--- src/rtl/addsub_flags.sv ---
module addsub_flags #(
  parameter int WIDTH = 12
) (
  input  logic [WIDTH-1:0] op_a,
  input  logic [WIDTH-1:0] op_b,
  input  logic             sub_mode,
  output logic [WIDTH-1:0] result,
  output logic             carry_borrow,
  output logic             sgn_ovf
);

  localparam int TOP = WIDTH - 1;

  // a sign bit and at least one magnitude bit are needed
  if (WIDTH < 2) begin : g_width_check
    $error("addsub_flags: WIDTH must be at least 2");
  end

  logic [WIDTH-1:0] b_eff;
  logic [WIDTH:0]   chain;

  assign b_eff    = op_b ^ {WIDTH{sub_mode}};
  assign chain[0] = sub_mode;

  for (genvar i = 0; i < WIDTH; i++) begin : g_bit
    logic prop;
    assign prop        = op_a[i] ^ b_eff[i];
    assign result[i]   = prop ^ chain[i];
    assign chain[i+1]  = (op_a[i] & b_eff[i]) | (prop & chain[i]);
  end

  assign carry_borrow = chain[WIDTH] ^ sub_mode;
  assign sgn_ovf      = chain[WIDTH] ^ chain[TOP];

  // Reference built from the language's own arithmetic, kept apart from the chain
  logic [WIDTH:0] chk_full;
  logic           chk_a_neg, chk_b_neg;
  assign chk_full  = sub_mode ? ({1'b0, op_a} - {1'b0, op_b})
                              : ({1'b0, op_a} + {1'b0, op_b});
  assign chk_a_neg = op_a[TOP];
  assign chk_b_neg = op_b[TOP] ^ sub_mode;

  always_comb begin
    if (!sub_mode) begin
      assert_sum_bits_R1: assert (result == chk_full[TOP:0]);
      assert_carry_out_R3: assert (carry_borrow == chk_full[WIDTH]);
      if (!chk_a_neg && !chk_b_neg)
        assert_pos_overflow_R6: assert (sgn_ovf == result[TOP]);
      if (chk_a_neg && chk_b_neg)
        assert_neg_overflow_R7: assert (sgn_ovf == !result[TOP]);
    end else begin
      assert_diff_bits_R2: assert (result == chk_full[TOP:0]);
      assert_borrow_R4: assert (carry_borrow == (op_a < op_b));
      if (op_a == op_b)
        assert_equal_sub_R9: assert (result == '0 && !carry_borrow && !sgn_ovf);
      if (op_b == '0)
        assert_sub_zero_R10: assert (result == op_a && !carry_borrow);
    end
    if (chk_a_neg != chk_b_neg)
      assert_no_overflow_R5: assert (!sgn_ovf);
    else
      assert_sign_flip_R5: assert (sgn_ovf == (result[TOP] != chk_a_neg));
  end

endmodule

--- config.mk ---
export PLATFORM = sky130hd
export DESIGN_NAME = addsub_flags
export DESIGN_NICKNAME = d
export VERILOG_FILES = /design/src/rtl/addsub_flags.sv
export SDC_FILE = /design/constraint.sdc
export NUM_CORES = 1
export LEC_CHECK = 0
export CAP_MARGIN = 20
export CORE_UTILIZATION = 34
export DETAILED_ROUTE_END_ITERATION = 8
export PLACE_DENSITY = 0.87
export SYNTH_ARGS = -nofsm -noshare
export SYNTH_HDL_FRONTEND = slang
export SYNTH_SLANG_ARGS = --single-unit
--- constraint.sdc ---
create_clock -name vclk -period 9
set_input_delay 1.8 -clock vclk [all_inputs]
set_output_delay 1.8 -clock vclk [all_outputs]
set_load 0.02 [all_outputs]
==> flow_metrics.tcl <==
set metrics [dict create \
    run_status "finished, final reports clean" \
    regArea_um2 0 \
    die_height_um 39.1 \
    cellLeakagePower_nw 0.408 \
    end_kind "output pin" \
    tns_ns 0 \
    post_cts_buffers 0 \
    fmax_ghz 0.114 \
    vias 423 \
    dr.pass1.iters 1 \
    synth_common_cells "inv_1, xnor2_1, fa_1" \
    grt_util_met1_pct 12.1 \
    grt_pass1_vias 438 \
    nFillCells 94 \
    slew_violations 0 \
    synth-compound-area-share_pct 0 \
    period_needed_ns 8.78 \
    hold_class "in -> out" \
    yosys.area.top_type "fa_1" \
    synth_area_um2 467 \
    grt_pass1_wl_um 1600 \
    yosys.area_share.simple_pct 0 \
    yosysSeqAreaShare_pct 0 \
    io_buffers 39 \
    syn_inst 50 \
    critPathRequiredTime_ns 7.20 \
    synthAdderAreaFrac_pct 47.2 \
    die_width_um 39.1 \
    ys.warnings.count 0 \
    top_usage_layer "met2" \
    met3_usage_pct 4.62 \
    post_drt_wl_per_cell_um 9.08 \
    hold_path.startpoint "sub_mode" \
    drive_above_1_share_pct 11.0 \
    rsz0062_at_grt "no" \
    critPathLaunchType "input pin" \
    grt_use_met2_pct 34.6 \
    coreArea_um2 1190 \
    vdd.ir_drop.worst_mv 0.0588 \
    timing.hold.ws_ns 4.33 \
    syn_area_per_cell_um2 9.33 \
    syn_to_final_growth_pct 85.3 \
    fin_crit_sh_pct 97.6 \
    startpoint "op_a[0]" \
    nFlopsAndLatches 0 \
    placed_area_um2 873 \
    synth_mux_area_share_pct 2.14 \
    synth_top_family_by_area "adder cells" \
    ios 39 \
    dp_hpwl_um 898 \
    die_area_um2 1520 \
    post-synth-top-count-cell "inv_1" \
    worstSetupPathType "in -> out" \
    grt_overflow 0 \
    crit_fanout 2 \
    viasPerCell 4.03 \
    antenna_cells 0 \
    clkbuf_count 0 \
    stdcell_area_um2 865 \
    setup_violations 0 \
    synth-xor-area-share_pct 26.3 \
    final_nets 129 \
    grt_usage_pct 15.1 \
    tightest_slew_ns 0.240 \
    initial_core_util_pct 39.3 \
    yosysUniqueCellTypes 7 \
    initialDrtViolationCount 0 \
    ant_nets 0 \
    finalHoldViolCount 0 \
    relSlewSlack_pct 83.9 \
    total_power_uw 99.9 \
    synth_fp_nets 86 \
    routed_wl_um 953 \
    maxCapViolCount 0 \
    power.density_nw_per_um2 116 \
    antenna_found_initial 0 \
    grt_start_max_net_pins 10 \
    ys_top_cells_by_area "fa_1, xnor2_1, inv_1" \
    cts_hold_buf 0 \
    setup_ws_ns 0.218 \
    rows 12 \
    dp_slack_ns -0.486 \
    synth.top_cell.area_share_pct 47.2 \
    critical_path_arrival_ns 6.98 \
    routabilityCongestion 0.618 \
    drc 0 \
]
-- logic make-up (layout without fill, tap and decap cells) --
family / count (synthesis) / count (layout)
buffers and inverters: 24 / 65
xor gates and xnor gates: 14 / 14
adders and majority gates: 11 / 11
muxes: 1 / 1
-- where the power goes --
group | switching, mW | internal (mW) | leakage, nW
sequential | 0 | 0 | 0
combinational | 0.0486 | 0.0513 | 0.408
clock | 0 | 0 | 0
total | 0.0486 | 0.0513 | 0.408
-- area by class of cell --
class | instances | area, µm² | share of cell area [%]
well taps | 14 | 17.5 | 2.03
repair buffers | 43 | 404 | 46.7
inverters | 22 | 82.6 | 9.55
multi-input cells | 26 | 360 | 41.7
-- worst paths after layout --
path / depth (start not counted) / slack, ns / to
worst max-delay path: 14 / 0.22 / result[10]
worst min-delay path: 4 / 4.33 / carry_borrow
-- cell usage in the layout, fill, tap and decap left out, drive strengths merged --
cell | netlist | routed
clkdlybuf4s50 | 0 | 35
inv | 22 | 22
xnor2 | 12 | 12
fa | 11 | 11
buf | 2 | 6
xor2 | 2 | 2
mux2i | 1 | 1
dlygate4sd2 | 0 | 1
clkbuf | 0 | 1
-- worst max-delay path: stages --
cell and delay [ns]:
clkdlybuf4s50_1 0.50, mux2i_1 0.10, fa_1 0.38, fa_1 0.39
fa_1 0.39, fa_1 0.39, fa_1 0.39, fa_1 0.40
fa_1 0.40, fa_1 0.40, fa_2 0.36, fa_2 0.52
inv_1 0.04, clkdlybuf4s50_1 0.54
-- stage by stage --
stage / util [%] / cells
detailed placement: 73.6 / 105
CTS: 74.1 / 105
global placement: 73.6 / 105
global route: 72.9 / 105
finish: 72.9 / 105
floorplan: - / 50
-- layer usage --
layer  vias up  wire [µm]
met3         0        140
met2        30        499
met1       184        313
met4         0          0
met5         -          0
li1        209          -
-- what timing repair did --
item	in CTS	in global routing
resized for setup	11	5
hold endpoints to repair	0	0
endpoints found under the setup margin	3	4
(Power assumes the default switching activity.)
